$ cat src/rtl/usb_lsm_pkg.sv
package usb_lsm_pkg;

   typedef enum logic [1:0] {
      LS_SE0 = 2'd0,
      LS_J   = 2'd1,
      LS_K   = 2'd2,
      LS_SE1 = 2'd3
   } line_t;

   typedef enum logic [2:0] {
      EV_NONE        = 3'd0,
      EV_RESET_START = 3'd1,
      EV_RESET_END   = 3'd2,
      EV_RESUME_END  = 3'd3,
      EV_BAD_EOP     = 3'd4,
      EV_KEEP_ALIVE  = 3'd5,
      EV_SUSPEND     = 3'd6
   } evt_t;

   // Map a line pair onto a bus state; J/K polarity depends on speed.
   function automatic line_t classify(input logic dp, input logic dm, input logic low);
      line_t r;
      case ({dp, dm})
         2'b00:   r = LS_SE0;
         2'b11:   r = LS_SE1;
         2'b10:   r = low ? LS_K : LS_J;
         default: r = low ? LS_J : LS_K;
      endcase
      return r;
   endfunction

endpackage

$ cat src/rtl/usb_lsm_sampler.sv
module usb_lsm_sampler
   import usb_lsm_pkg::*;
#(
   parameter int FS_DIV      = 4,
   parameter int LS_DIV      = 32,
   parameter int SYNC_STAGES = 2
) (
   input  logic  clk,
   input  logic  rst_n,
   input  logic  dp,
   input  logic  dm,
   input  logic  low_speed,
   output logic  strobe,
   output line_t now_ls,
   output line_t cur_ls,
   output logic  spd_low
);

   localparam int CW = (LS_DIV > 1) ? $clog2(LS_DIV) : 1;
   localparam logic [CW-1:0] FS_LAST = CW'(FS_DIV - 1);
   localparam logic [CW-1:0] LS_LAST = CW'(LS_DIV - 1);
   // Reset image of the synchroniser: full-speed J.
   localparam logic [2:0] SYNC_RST = 3'b100;

   logic [2:0]    raw;
   logic [2:0]    syn;
   logic          spd_q;
   logic          restart;
   logic [CW-1:0] cnt;
   logic [CW-1:0] last;

   assign raw = {dp, dm, low_speed};

   // Line pair and speed travel through the same chain so they stay aligned.
   generate
      if (SYNC_STAGES == 0) begin : g_nosync
         assign syn = raw;
      end else begin : g_sync
         logic [2:0] stg [SYNC_STAGES];
         always_ff @(posedge clk or negedge rst_n) begin
            if (!rst_n) begin
               for (int i = 0; i < SYNC_STAGES; i++) stg[i] <= SYNC_RST;
            end else begin
               stg[0] <= raw;
               for (int i = 1; i < SYNC_STAGES; i++) stg[i] <= stg[i-1];
            end
         end
         assign syn = stg[SYNC_STAGES-1];
      end
   endgenerate

   assign spd_low = syn[0];
   assign restart = (spd_low != spd_q);
   assign last    = spd_low ? LS_LAST : FS_LAST;
   assign strobe  = !restart && (cnt == last);
   assign now_ls  = classify(syn[2], syn[1], syn[0]);

   always_ff @(posedge clk or negedge rst_n) begin
      if (!rst_n) begin
         spd_q <= 1'b0;
         cnt   <= '0;
      end else begin
         spd_q <= spd_low;
         if (restart || cnt == last) cnt <= '0;
         else                        cnt <= cnt + 1'b1;
      end
   end

   always_ff @(posedge clk or negedge rst_n) begin
      if (!rst_n)      cur_ls <= LS_J;
      else if (strobe) cur_ls <= now_ls;
   end

endmodule

$ cat src/rtl/usb_lsm_hold_timer.sv
module usb_lsm_hold_timer #(
   parameter int LIMIT = 3
) (
   input  logic clk,
   input  logic rst_n,
   input  logic tick,
   input  logic active,
   output logic hit,
   output logic fired
);

   localparam int CW = $clog2(LIMIT + 1);
   localparam logic [CW-1:0] LAST = CW'(LIMIT - 1);

   logic [CW-1:0] cnt;

   // One pulse when the condition has spanned LIMIT ticks; then silent.
   assign hit = active && tick && !fired && (cnt == LAST);

   always_ff @(posedge clk or negedge rst_n) begin
      if (!rst_n) begin
         cnt   <= '0;
         fired <= 1'b0;
      end else if (!active) begin
         cnt   <= '0;
         fired <= 1'b0;
      end else if (tick && !fired) begin
         if (cnt == LAST) fired <= 1'b1;
         else             cnt   <= cnt + 1'b1;
      end
   end

endmodule

$ cat src/rtl/usb_lsm_se0_seq.sv
module usb_lsm_se0_seq
   import usb_lsm_pkg::*;
#(
   parameter int KA_MAX   = 3,
   parameter int RESUME_K = 16
) (
   input  logic  clk,
   input  logic  rst_n,
   input  logic  strobe,
   input  line_t now_ls,
   input  line_t cur_ls,
   input  logic  low,
   input  logic  reset_fired,
   output evt_t  exit_evt
);

   localparam int SW = $clog2(KA_MAX + 2);
   localparam int KW = $clog2(RESUME_K + 1);
   localparam logic [SW-1:0] SE0_SAT = SW'(KA_MAX + 1);
   localparam logic [SW-1:0] SE0_MIN = SW'(2);
   localparam logic [SW-1:0] KA_TOP  = SW'(KA_MAX);
   localparam logic [KW-1:0] K_SAT   = KW'(RESUME_K);

   logic [SW-1:0] se0_run;
   logic [KW-1:0] k_run;
   logic          resume_arm;
   logic          traffic;
   logic          se0_exit;

   assign se0_exit = strobe && (cur_ls == LS_SE0) && (now_ls != LS_SE0);

   always_comb begin
      exit_evt = EV_NONE;
      if (se0_exit) begin
         if (reset_fired)               exit_evt = EV_RESET_END;
         else if (se0_run >= SE0_MIN) begin
            if (now_ls != LS_J)         exit_evt = EV_BAD_EOP;
            else if (resume_arm)        exit_evt = EV_RESUME_END;
            else if (low && !traffic && se0_run <= KA_TOP)
                                        exit_evt = EV_KEEP_ALIVE;
         end
      end
   end

   always_ff @(posedge clk or negedge rst_n) begin
      if (!rst_n) begin
         se0_run    <= '0;
         k_run      <= '0;
         resume_arm <= 1'b0;
         traffic    <= 1'b0;
      end else if (strobe) begin
         if (now_ls == LS_SE0) begin
            k_run <= '0;
            if (cur_ls != LS_SE0) begin
               se0_run    <= SW'(1);
               resume_arm <= (cur_ls == LS_K) && (k_run == K_SAT);
            end else if (se0_run != SE0_SAT) begin
               se0_run <= se0_run + 1'b1;
            end
         end else begin
            se0_run <= '0;
            if (now_ls == LS_K) begin
               if (k_run != K_SAT) k_run <= k_run + 1'b1;
            end else begin
               k_run <= '0;
            end
            if (cur_ls == LS_SE0) begin
               resume_arm <= 1'b0;
               traffic    <= (now_ls == LS_K);
            end else if (now_ls == LS_K) begin
               traffic <= 1'b1;
            end
         end
      end
   end

endmodule

$ cat src/rtl/usb_line_monitor.sv
module usb_line_monitor
   import usb_lsm_pkg::*;
#(
   parameter int FS_DIV           = 4,
   parameter int LS_DIV           = 32,
   parameter int SYNC_STAGES      = 2,
   parameter int RESET_TICKS      = 3,
   parameter int SUSPEND_TICKS    = 3000,
   parameter int KA_MAX_SAMPLES   = 3,
   parameter int RESUME_K_SAMPLES = 16
) (
   input  logic       clk,
   input  logic       rst_n,
   input  logic       dp,
   input  logic       dm,
   input  logic       low_speed,
   input  logic       ref_tick,
   output logic       evt_valid,
   output logic [2:0] evt_code,
   output logic [1:0] line_state
);

   generate
      if (FS_DIV < 2)                     begin : g_bad_fs  $error("FS_DIV must be at least 2");           end
      if (LS_DIV <= FS_DIV)               begin : g_bad_ls  $error("LS_DIV must exceed FS_DIV");            end
      if (SYNC_STAGES < 0)                begin : g_bad_syn $error("SYNC_STAGES must not be negative");     end
      if (RESET_TICKS < 1)                begin : g_bad_rst $error("RESET_TICKS must be at least 1");       end
      if (SUSPEND_TICKS <= RESET_TICKS)   begin : g_bad_sus $error("SUSPEND_TICKS must exceed RESET_TICKS"); end
      if (KA_MAX_SAMPLES < 2)             begin : g_bad_ka  $error("KA_MAX_SAMPLES must be at least 2");    end
      if (RESUME_K_SAMPLES < 2)           begin : g_bad_rk  $error("RESUME_K_SAMPLES must be at least 2");  end
   endgenerate

   logic  strobe;
   line_t now_ls;
   line_t cur_ls;
   logic  spd_low;
   logic  leaving;
   logic  rst_active;
   logic  rst_hit;
   logic  rst_fired;
   logic  sus_active;
   logic  sus_hit;
   logic  sus_fired;
   evt_t  exit_evt;
   evt_t  evt_d;
   evt_t  evt_q;

   usb_lsm_sampler #(
      .FS_DIV      (FS_DIV),
      .LS_DIV      (LS_DIV),
      .SYNC_STAGES (SYNC_STAGES)
   ) i_sampler (
      .clk       (clk),
      .rst_n     (rst_n),
      .dp        (dp),
      .dm        (dm),
      .low_speed (low_speed),
      .strobe    (strobe),
      .now_ls    (now_ls),
      .cur_ls    (cur_ls),
      .spd_low   (spd_low)
   );

   // A state that ends on this strobe no longer counts toward its timer.
   assign leaving    = strobe && (now_ls != cur_ls);
   assign rst_active = (cur_ls == LS_SE0) && !leaving;
   assign sus_active = (cur_ls == LS_J)   && !leaving;

   usb_lsm_hold_timer #(.LIMIT(RESET_TICKS)) i_reset_timer (
      .clk    (clk),
      .rst_n  (rst_n),
      .tick   (ref_tick),
      .active (rst_active),
      .hit    (rst_hit),
      .fired  (rst_fired)
   );

   usb_lsm_hold_timer #(.LIMIT(SUSPEND_TICKS)) i_suspend_timer (
      .clk    (clk),
      .rst_n  (rst_n),
      .tick   (ref_tick),
      .active (sus_active),
      .hit    (sus_hit),
      .fired  (sus_fired)
   );

   usb_lsm_se0_seq #(
      .KA_MAX   (KA_MAX_SAMPLES),
      .RESUME_K (RESUME_K_SAMPLES)
   ) i_se0_seq (
      .clk         (clk),
      .rst_n       (rst_n),
      .strobe      (strobe),
      .now_ls      (now_ls),
      .cur_ls      (cur_ls),
      .low         (spd_low),
      .reset_fired (rst_fired),
      .exit_evt    (exit_evt)
   );

   // Sources are mutually exclusive by line state; order is a safeguard.
   always_comb begin
      if (exit_evt != EV_NONE) evt_d = exit_evt;
      else if (rst_hit)        evt_d = EV_RESET_START;
      else if (sus_hit)        evt_d = EV_SUSPEND;
      else                     evt_d = EV_NONE;
   end

   always_ff @(posedge clk or negedge rst_n) begin
      if (!rst_n) evt_q <= EV_NONE;
      else        evt_q <= evt_d;
   end

   assign evt_valid  = (evt_q != EV_NONE);
   assign evt_code   = evt_q;
   assign line_state = cur_ls;

endmodule

$ cat config.mk
export PLATFORM = sky130hd
export DESIGN_NAME = usb_line_monitor
export DESIGN_NICKNAME = d
export VERILOG_FILES = /design/src/rtl/usb_lsm_pkg.sv /design/src/rtl/usb_lsm_sampler.sv /design/src/rtl/usb_lsm_hold_timer.sv /design/src/rtl/usb_lsm_se0_seq.sv /design/src/rtl/usb_line_monitor.sv
export SDC_FILE = /design/constraint.sdc
export NUM_CORES = 1
export LEC_CHECK = 0
export BUFFER_PORTS_ARGS = -buffer_cell sky130_fd_sc_hd__buf_2
export CAP_MARGIN = 30
export CORE_MARGIN = 3
export CORE_UTILIZATION = 35
export CTS_BUF_LIST = sky130_fd_sc_hd__clkbuf_16
export DETAILED_ROUTE_END_ITERATION = 8
export PLACE_DENSITY_LB_ADDON = 0.15
export SYNTH_ARGS = -nofsm -noshare
export SYNTH_HDL_FRONTEND = slang
export SYNTH_SLANG_ARGS = --single-unit
$ cat constraint.sdc
create_clock -name clk -period 1.8 [get_ports clk]
set_input_delay 0.18 -clock clk [delete_from_list [all_inputs] [get_ports clk]]
set_output_delay 0.18 -clock clk [all_outputs]
set_load 0.02 [all_outputs]
# Word-level counts from Yosys, hierarchy flattened
# Index checks and enable logic that the tools add are counted.
word_totals:
  reg_bits: 43
  out_inout_bits: 6
  elab_cells: 122
op_classes:
  n_addsub: 5
  n_lt_le_gt_ge: 2
  eq_ne: 23
  muxes: 37
  bitwise: 1
  reduce_logical: 40
op_table:
  columns: ["op", "count"]
  rows:
  - ["two-way mux 12 bit", 3]
  - ["two-way mux 3 bit", 12]
  - ["two-way mux 5 bit", 5]
  - ["logical AND 1 bit", 17]
  - ["inequality test 2 bit, second input constant", 7]
  - ["adder 12 x 1 -> 12 bit, second input constant", 1]
  - ["== test 12 bit, second input constant", 1]
  - ["AND reduction 2 bit", 6]
  - ["two-way mux 1 bit", 11]
  - ["adder 5 x 1 -> 5 bit, second input constant", 2]
  - ["== test 2 bit, second input constant", 5]
  - ["two-way mux 2 bit", 5]
  - ["nonzero test 2 bit", 4]
  - ["zero test 2 bit", 3]
  - ["inequality test 3 bit, second input constant", 2]
  - ["one-hot mux 2 bit (3 select lines)", 1]
  - ["AND reduction 3 bit", 2]
  - ["nonzero test 3 bit", 2]
  - ["== test 5 bit", 1]
  - ["== test 5 bit, second input constant", 1]
  - ["zero test 1 bit", 5]
  - ["inequality test 5 bit, second input constant", 1]
  - ["adder 3 x 1 -> 3 bit, second input constant", 1]
  - ["greater-or-equal comparator 3 x 2 -> 1 bit, second input constant", 1]
  - ["9 further kinds", 9]

# Logic depth before layout (Yosys ltp)
# Gate-level depths: netlist of the first run.
logic_depth:
  word_depth: 12
  depth_mapped: 7
  mapped_depth_nobuf: 5

# Hierarchy
# Synthesis of the first run repeated with hierarchy kept, for this count alone.
hier_totals:
  hier_cells: 217
  hier_area_um2: 2322.2
by_module_without_submodules:
  columns: ["module", "instances", "cells_each", "area_each_um2"]
  rows:
  - ["usb_lsm_hold_timer (i_suspend_timer)", 1, 78, 752.0]
  - ["usb_lsm_se0_seq", 1, 72, 700.7]
  - ["usb_lsm_sampler", 1, 38, 550.5]
  - ["usb_lsm_hold_timer (i_reset_timer)", 1, 15, 171.4]
  - ["usb_line_monitor", 1, 14, 147.6]

# Worst setup path after synthesis of the first run
# No wires, ideal clock.
synth_timing:
  path_kind: "register to register"
  from: "register i_suspend_timer.cnt[6]"
  to: "register i_suspend_timer.cnt[1]"
  setup_ps: 129
  t_arrival_ps: 1601
  t_required_ps: 1671
  path_slack_ps: 70
  path_stages_with_launch: 5
  synth_period_minus_slack_ps: 1730
  cell_sequence: "dfrtp_1 or4b_4 o41ai_4 mux2i_1 nor2_2"
synth_between:
  elab_chain_cells: 3
synth_rtl:
  columns: ["element", "line_no", "rtl"]
  rows:
  - ["start: declaration", "usb_lsm_hold_timer.sv:15", "logic [CW-1:0] cnt;"]
  - ["start signal: assignment", "usb_lsm_hold_timer.sv:29", "else cnt <= cnt + 1'b1;"]
  - ["== test 12 bit", "usb_lsm_hold_timer.sv:28", "if (cnt == LAST) fired <= 1'b1;"]
  - ["inequality test 2 bit (no source line)", null, null]
  - ["AND reduction 2 bit (no source line)", null, null]
# No other way between the ends.
# A chain may end at the register's enable or synchronous reset.

# Worst setup path after layout of the first run
# Same ends and word-level chain as after synthesis.

==> flow_metrics.py, run 1 <==
metrics = {
    "status": {
        "status": "complete, no violations",
    },
    "floorplanning": {
        "dieArea_sq_um": 7260,
        "initial_core_util_pct": 36.7,
        "die_w_um": 85.2,
        "row_count": 28,
        "die_height_um": 85.2,
        "ioPinCount": 12,
        "core_sq_um": 5990,
    },
    "logic_synthesis": {
        "synth.area.top_cells": "dfrtp_1 (46%), ha_1 (4.6%), nor2_1 (3.9%), dfstp_2 (3.6%), xnor2_1 (3.2%)",
        "synth_seq_cells": 43,
        "synthFlopType": "dfrtp_1",
        "synthArstFlopShare_pct": 100,
        "yosysMostFrequentCell": "dfrtp_1",
        "synth-seq-area-share_pct": 49.2,
        "avgSynthCellArea_sq_um": 10.0,
        "synthTopCellsByCount": "dfrtp_1 (40), nor2_1 (23), nand2_1 (15)",
        "syn_nets": 233,
        "yosys.area.top_type": "dfrtp_1",
        "synth_cell_types": 51,
        "ys_warn_count": 0,
        "netlist_area_sq_um": 2200,
        "synth_cells": 219,
        "synth_edf_count": 0,
        "netlist.area_leader.share_pct": 45.6,
    },
    "final_layout": {
        "drive_gt1_share_pct": 18.7,
        "antenna_cells": 0,
        "syn_to_final_growth_pct": 23.3,
        "finalNetCount": 265,
        "nFillCells": 574,
        "fin_cells": 327,
        "postLayoutCellArea_sq_um": 2710,
    },
    "detailed_routing": {
        "viasPerCell": 5.08,
        "drc_errors": 0,
        "ant_nets": 0,
        "dr.pass1.iters": 4,
        "drt_iter0_drc": 76,
        "drt-total-wl_mm": 4.41,
        "vias": 1661,
        "drt-wirelength-per-cell_um": 13.5,
    },
    "timing": {
        "setup_viol": 0,
        "relSlewSlack_pct": 65.7,
        "tns_ps": 0,
        "fin_crit_sh_pct": 97.5,
        "worst_pin_slew_ps": 514,
        "clock.fmax_mhz": 570,
        "fin_worst_skew_ps": 7.50,
        "hold_viol": 0,
        "rsz0062_at_grt": "true",
        "slew_viol_final": 0,
        "fin_crit_ps": 1750,
    },
    "worst_setup_path": {
        "crit_fanout": 3,
        "worstPathRequired_ps": 1970,
        "timing.rr.end": "i_suspend_timer.cnt[1]$_DFFE_PN0P_",
        "r2r-start": "i_suspend_timer.cnt[6]$_DFFE_PN0P_",
        "cp-startpoint": "i_suspend_timer.cnt[6]$_DFFE_PN0P_",
        "critical_path_arrival_ps": 1920,
        "rrSetupSlack_ps": 50,
        "ff2ff_path_depth": 4,
        "end_kind": "register",
        "crit_path_start_kind": "register",
        "worst-setup-path-type": "register to register",
    },
    "worst_hold_path": {
        "min_path_type": "primary input to register",
        "min_path_cells": 3,
        "worstHoldStart": "ref_tick",
        "hold_end": "i_reset_timer.fired$_DFFE_PN0P_",
    },
    "place": {
        "dpl.hpwl_mm": 3.06,
        "gp_congestion": 0.808,
        "place_area_sq_um": 2430,
        "dpl.cell_count": 313,
        "port_buffers": 11,
    },
    "grt": {
        "track_usage_pct": 12.9,
        "antenna_found_initial": 0,
        "gr-total-overflow": 0,
        "grt_max_degree": 23,
        "grt_pass1_wl_mm": 7.61,
        "grt_pass1_vias": 1689,
    },
    "clock_network": {
        "clk_pin_slew_ps": 60,
        "cts_tree": "built",
        "cts.sinks": 43,
        "cts_buffers": 5,
        "max-clock-path-buffers": 2,
        "cts_root_buf": "clkbuf_16",
        "htreeDepth": 2,
        "insertion_delay_ps": 280,
    },
    "pwr": {
        "worst_ir_drop_vdd_mv": 0.531,
        "p_leak_nw": 1.16,
        "power_per_cell_area_nw_per_um2": 1020,
    },
    "run": {
        "cap_violations": 0,
    },
}
[registers in the layout, indices dropped and copies added (netlist names)]
register               cells
i_reset_timer.cnt          2
i_sampler.cur_ls           2
i_se0_seq.k_run            5
i_se0_seq.resume_arm       1
i_sampler.cnt              5
evt_code                   3
i_reset_timer.fired        1
i_sampler.g_sync.stg       3
i_sampler.spd_q            1
i_se0_seq.traffic          1
i_se0_seq.se0_run          3
i_suspend_timer.fired      1
i_suspend_timer.cnt       12
i_sampler.syn              3
[metal layers]
metal  GRT usage, %  vias up  part of all wire (%)
met3           2.91        6                   2.0
li1               -      862                     -
met4           4.75        0                   1.4
met5              0        -                     0
met2           20.2       14                    46
met1           17.5      779                    50
[worst max-delay path: stages (launching register included)]
cell and delay (ps):
dfrtp_1 380, or4b_4 580, o41ai_4 390, mux2i_1 250, nor2_2 50
[report_power, final]
group | leakage, nW | internal, mW | total [mW] | switching (mW)
Clock | 0.0900 | 0.795 | 1.17 | 0.372
Combinational | 0.506 | 0.194 | 0.459 | 0.265
Sequential | 0.566 | 1.06 | 1.14 | 0.0839
Total | 1.16 | 2.05 | 2.77 | 0.721
[area by class of cell]
| cell class | count | area, sq um | area share, % |
|---|---|---|---|
| repair buffers | 30 | 225 | 8.32 |
| well taps | 75 | 93.8 | 3.47 |
| clock inverters | 3 | 67.6 | 2.50 |
| multi-input cells | 157 | 1060 | 39.3 |
| flip-flops and latches | 43 | 1080 | 39.9 |
| clock buffers | 5 | 125 | 4.62 |
| inverters | 14 | 52.6 | 1.94 |
[layout by cell type, fill, tap and decap left out, types with 3 or more instances in the layout]
master	Yosys	final
clkbuf_16	0	5
nor4_1	5	4
nor3_1	4	3
nand3_1	7	7
buf_4	0	11
nor2b_1	4	4
nand2_1	15	15
buf_2	3	12
xor2_1	3	3
a31oi_1	4	4
nand2b_1	3	3
dfrtp_1	40	40
a21boi_0	3	3
nor2_1	23	23
dfstp_2	3	3
mux2i_1	4	4
ha_1	8	8
xnor2_1	8	8
inv_1	14	14
o21ai_0	12	12
or3_1	4	4
dlygate4sd3_1	0	4
nand4_1	3	3
a21oi_1	10	9
[cell families after synthesis]
group                      after synthesis  share of synthesized area, %
buffers and inverters                   19                          3.42
adders and majority gates                8                          4.56
AOI/OAI and AO/OA                       50                          16.2
muxes                                    4                          1.82
xor gates and xnor gates                11                          4.39
DFF                                     43                          49.2
and+or+nand+nor                         84                          20.5
[through the flow]
stage / hold slack [ps] / setup slack, ps / power, mW / utilization [%]
finish: 254 / 45.8 / 2.77 / 45.2
global route: 289 / -15.4 / 2.92 / 45.2
CTS: 254 / 26.3 / 2.80 / 44.5
detailed placement: 186 / 44.6 / 1.61 / 40.6
global placement: 183 / 48.6 / 1.61 / 40.6
floorplan: -116 / 69.9 / 1.44 / -
[worst max-delay path by stage]
stage	endpoint	slack, ps	cells after the start
CTS	i_suspend_timer.cnt[2]$_DFFE_PN0P_	30	7
finish	i_suspend_timer.cnt[1]$_DFFE_PN0P_	50	4
global placement	evt_code[1]$_DFF_PN0_	50	5
floorplan	i_suspend_timer.cnt[1]$_DFFE_PN0P_	70	4
global route	evt_code[1]$_DFF_PN0_	-20	5
detailed placement	i_suspend_timer.cnt[2]$_DFFE_PN0P_	40	7
[repair_timing]
action	CTS	global route
gates resized for setup	0	6
endpoints found under the hold margin	21	0
hold buffers	4	0
buffers inserted	0	1
endpoints found under the setup margin	0	10
(Power assumes the default switching activity.)
==> run 2, diff against run 1 <==
--- a/config.mk
+++ b/config.mk
@@ -14,4 +14,5 @@
 export PLACE_DENSITY_LB_ADDON = 0.15
 export SYNTH_ARGS = -nofsm -noshare
 export SYNTH_HDL_FRONTEND = slang
+export SYNTH_HIERARCHICAL = 1
 export SYNTH_SLANG_ARGS = --single-unit
==> flow_metrics.py, run 2 <==
metrics = {
    "worst_setup_path": {
        "critical_path_arrival_ps": 2490,
        "worst-setup-path-type": "register to register",
        "worstPathRequired_ps": 1970,
        "crit_fanout": 3,
        "crit_path_start_kind": "register",
        "rrSetupSlack_ps": -520,
        "timing.rr.end": "evt_code[2]$_DFF_PN0_",
        "r2r-start": "i_sampler/cnt[1]$_DFF_PN0_",
        "ff2ff_path_depth": 8,
        "end_kind": "register",
    },
    "logic_synthesis": {
        "syn_nets": 232,
        "netlist.area_leader.share_pct": 43.1,
        "synth_seq_cells": 43,
        "synthTopCellsByCount": "dfrtp_1 (40), a21oi_1 (13), nand2_1 (13)",
        "yosys.area.top_type": "dfrtp_1",
        "ys_warn_count": 6,
        "synthArstFlopShare_pct": 100,
        "yosysMostFrequentCell": "dfrtp_1",
        "synth_cell_types": 55,
        "synth-seq-area-share_pct": 46.5,
        "synth.area.top_cells": "dfrtp_1 (43%), ha_1 (4.8%), dfstp_2 (3.4%), mux2_2 (2.9%), a21oi_1 (2.8%)",
        "netlist_area_sq_um": 2320,
        "synthFlopType": "dfrtp_1",
        "avgSynthCellArea_sq_um": 10.7,
        "synth_cells": 217,
        "synth_edf_count": 0,
    },
    "floorplanning": {
        "dieArea_sq_um": 7650,
        "row_count": 29,
        "die_w_um": 87.5,
        "core_sq_um": 6390,
        "die_height_um": 87.5,
        "ioPinCount": 12,
        "initial_core_util_pct": 36.4,
    },
    "pwr": {
        "switching_share_pct": 28.3,
        "power_per_cell_area_nw_per_um2": 938,
        "worst_ir_drop_vdd_mv": 0.707,
        "fin_total_pwr_mw": 3.07,
        "clkPwrFrac_pct": 33.0,
        "p_switching_mw": 0.868,
        "combPwrFrac_pct": 30.0,
        "power_frac_seq_pct": 37.1,
        "p_leak_nw": 1.47,
        "p_int_mw": 2.20,
    },
    "detailed_routing": {
        "drt_iter0_drc": 44,
        "wl_met1_mm": 2.39,
        "top_layer_used": "met4",
        "dr_wl_met2_mm": 2.45,
        "drt-total-wl_mm": 5.00,
        "ant_nets": 0,
        "dr.pass1.iters": 4,
        "met3_length_um": 108,
        "vias": 1906,
        "drt-wirelength-per-cell_um": 13.5,
        "drc_errors": 0,
        "viasPerCell": 5.17,
    },
    "final_layout": {
        "largest_reg_flops": 12,
        "layout_commonest_cell": "buf_4",
        "fin_cells": 369,
        "postLayoutCellArea_sq_um": 3270,
        "largest-register": "i_suspend_timer/cnt",
        "nFillCells": 572,
        "syn_to_final_growth_pct": 40.7,
        "fin_util_pct": 51.2,
        "drive_gt1_share_pct": 41.8,
        "finalNetCount": 306,
        "antenna_cells": 0,
        "reg_top3": "i_suspend_timer/cnt x12, i_sampler/cnt x5, i_se0_seq/k_run x5",
        "final_cell_mix": "buf_4 (45), dfrtp_1 (40), nand2_1 (12)",
    },
    "grt": {
        "grt_max_degree": 25,
        "track_usage_pct": 14.4,
        "grt_pass1_wl_mm": 8.74,
        "grt_pass1_vias": 1911,
        "antenna_found_initial": 0,
        "gr-total-overflow": 0,
    },
    "timing": {
        "rsz0062_at_grt": "true",
        "relSlewSlack_pct": 68.7,
        "tns_ps": -6420,
        "clock.fmax_mhz": 431,
        "fin_crit_sh_pct": 129,
        "fin_crit_ps": 2320,
        "setup_ws_ps": -521,
        "hold_viol": 0,
        "setup_viol": 28,
        "fin_worst_skew_ps": 9.68,
        "slew_viol_final": 0,
        "worst_pin_slew_ps": 470,
    },
    "worst_hold_path": {
        "min_path_cells": 3,
        "hold_end": "i_reset_timer/fired$_DFFE_PN0P_",
        "min_path_type": "primary input to register",
        "worstHoldStart": "ref_tick",
    },
    "clock_network": {
        "htreeDepth": 2,
        "cts_root_buf": "clkbuf_16",
        "insertion_delay_ps": 290,
        "clk_pin_slew_ps": 70,
        "cts_tree": "built",
        "max-clock-path-buffers": 2,
        "cts.sinks": 43,
        "cts_buffers": 5,
    },
    "status": {
        "status": "finished with violations",
        "violations": "setup timing",
    },
    "place": {
        "dpl.hpwl_mm": 3.56,
        "place_area_sq_um": 2800,
        "dpl.cell_count": 345,
        "port_buffers": 11,
        "gp_congestion": 0.751,
    },
    "run": {
        "cap_violations": 0,
    },
}
-- run 2: changes by cell type in the layout (fill, tap and decap cells not counted), moves of 4 or more --
| cell | delta |
|---|---|
| buf_4 | +34 |
| nor2_1 | -14 |
| a21oi_2 | +7 |
| xnor2_1 | -7 |
| nand2b_1 | +6 |
| o21ai_0 | -6 |
| a21oi_1 | -5 |
| buf_6 | +5 |
| inv_1 | -4 |
| mux2_2 | +4 |
-- run 2: final cells by class --
class                           instances  area, sq um  area share (%)
Clock buffer                            5          125            3.83
Multi-Input combinational cell        160         1330            40.8
Inverter                               12         47.5            1.45
Clock inverter                          3         38.8            1.19
Sequential cell                        43         1080            33.0
Timing Repair Buffer                   69          547            16.7
Tap cell                               77         96.3            2.95
-- run 2: repair_timing --
action	4_1_cts	5_1_grt
hold buffers	4	0
buffers inserted	4	9
gates resized for setup	10	32
hold endpoints to repair	20	0
setup endpoints to repair	23	26
pin swaps	3	10
-- run 2: worst max path at each step --
stage	from	end	slack [ps]	cells after the start
2_1_floorplan	i_sampler/cnt[0]$_DFF_PN0_	evt_code[2]$_DFF_PN0_	-660	9
3_3_place_gp	i_sampler/cnt[1]$_DFF_PN0_	evt_code[1]$_DFF_PN0_	-500	8
3_5_place_dp	i_sampler/cnt[1]$_DFF_PN0_	evt_code[2]$_DFF_PN0_	-540	8
4_1_cts	i_sampler/cnt[1]$_DFF_PN0_	evt_code[2]$_DFF_PN0_	-520	8
5_1_grt	i_sampler/cnt[1]$_DFF_PN0_	evt_code[2]$_DFF_PN0_	-650	8
6_report	i_sampler/cnt[1]$_DFF_PN0_	evt_code[2]$_DFF_PN0_	-520	8
-- run 2: routing by layer --
layer / vias up / GRT usage (%)
met3: 4 / 4.16
met4: 0 / 3.63
met2: 14 / 24.0
met1: 938 / 18.3
li1: 950 / -
met5: - / 0
-- run 2: per-stage QoR --
step	hold slack (ps)	worst slack, ps
floorplan	-116	-658
global placement	165	-499
detailed placement	167	-535
global route	351	-651
CTS	290	-519
finish	331	-521
-- run 2: kinds of logic after synthesis --
group / after synthesis / synth area share [%]
compound gates: 45 / 14.3
xor+xnor: 3 / 1.13
fa+ha+maj: 9 / 4.85
buf+inv: 14 / 2.59
flops: 43 / 46.5
mux: 12 / 5.50
simple gates: 91 / 25.1
-- run 2: power groups by stage --
stage	combinational (mW)	sequential, mW	clock, mW
after floorplan	0.384	1.19	0
after CTS	0.784	1.14	1.05
after global routing	1.01	1.15	1.10
after global placement	0.733	1.15	0
after detailed placement	0.745	1.15	0
final	0.919	1.14	1.01
-- run 2: critical path, stage by stage (launching register included) --
cell and delay, ps:
dfrtp_1 380, ha_4 150, and4_1 180, a32o_2 140, or3b_4 380, or4b_4 520, a2111oi_4 220, or3b_4 180
o21bai_1 60
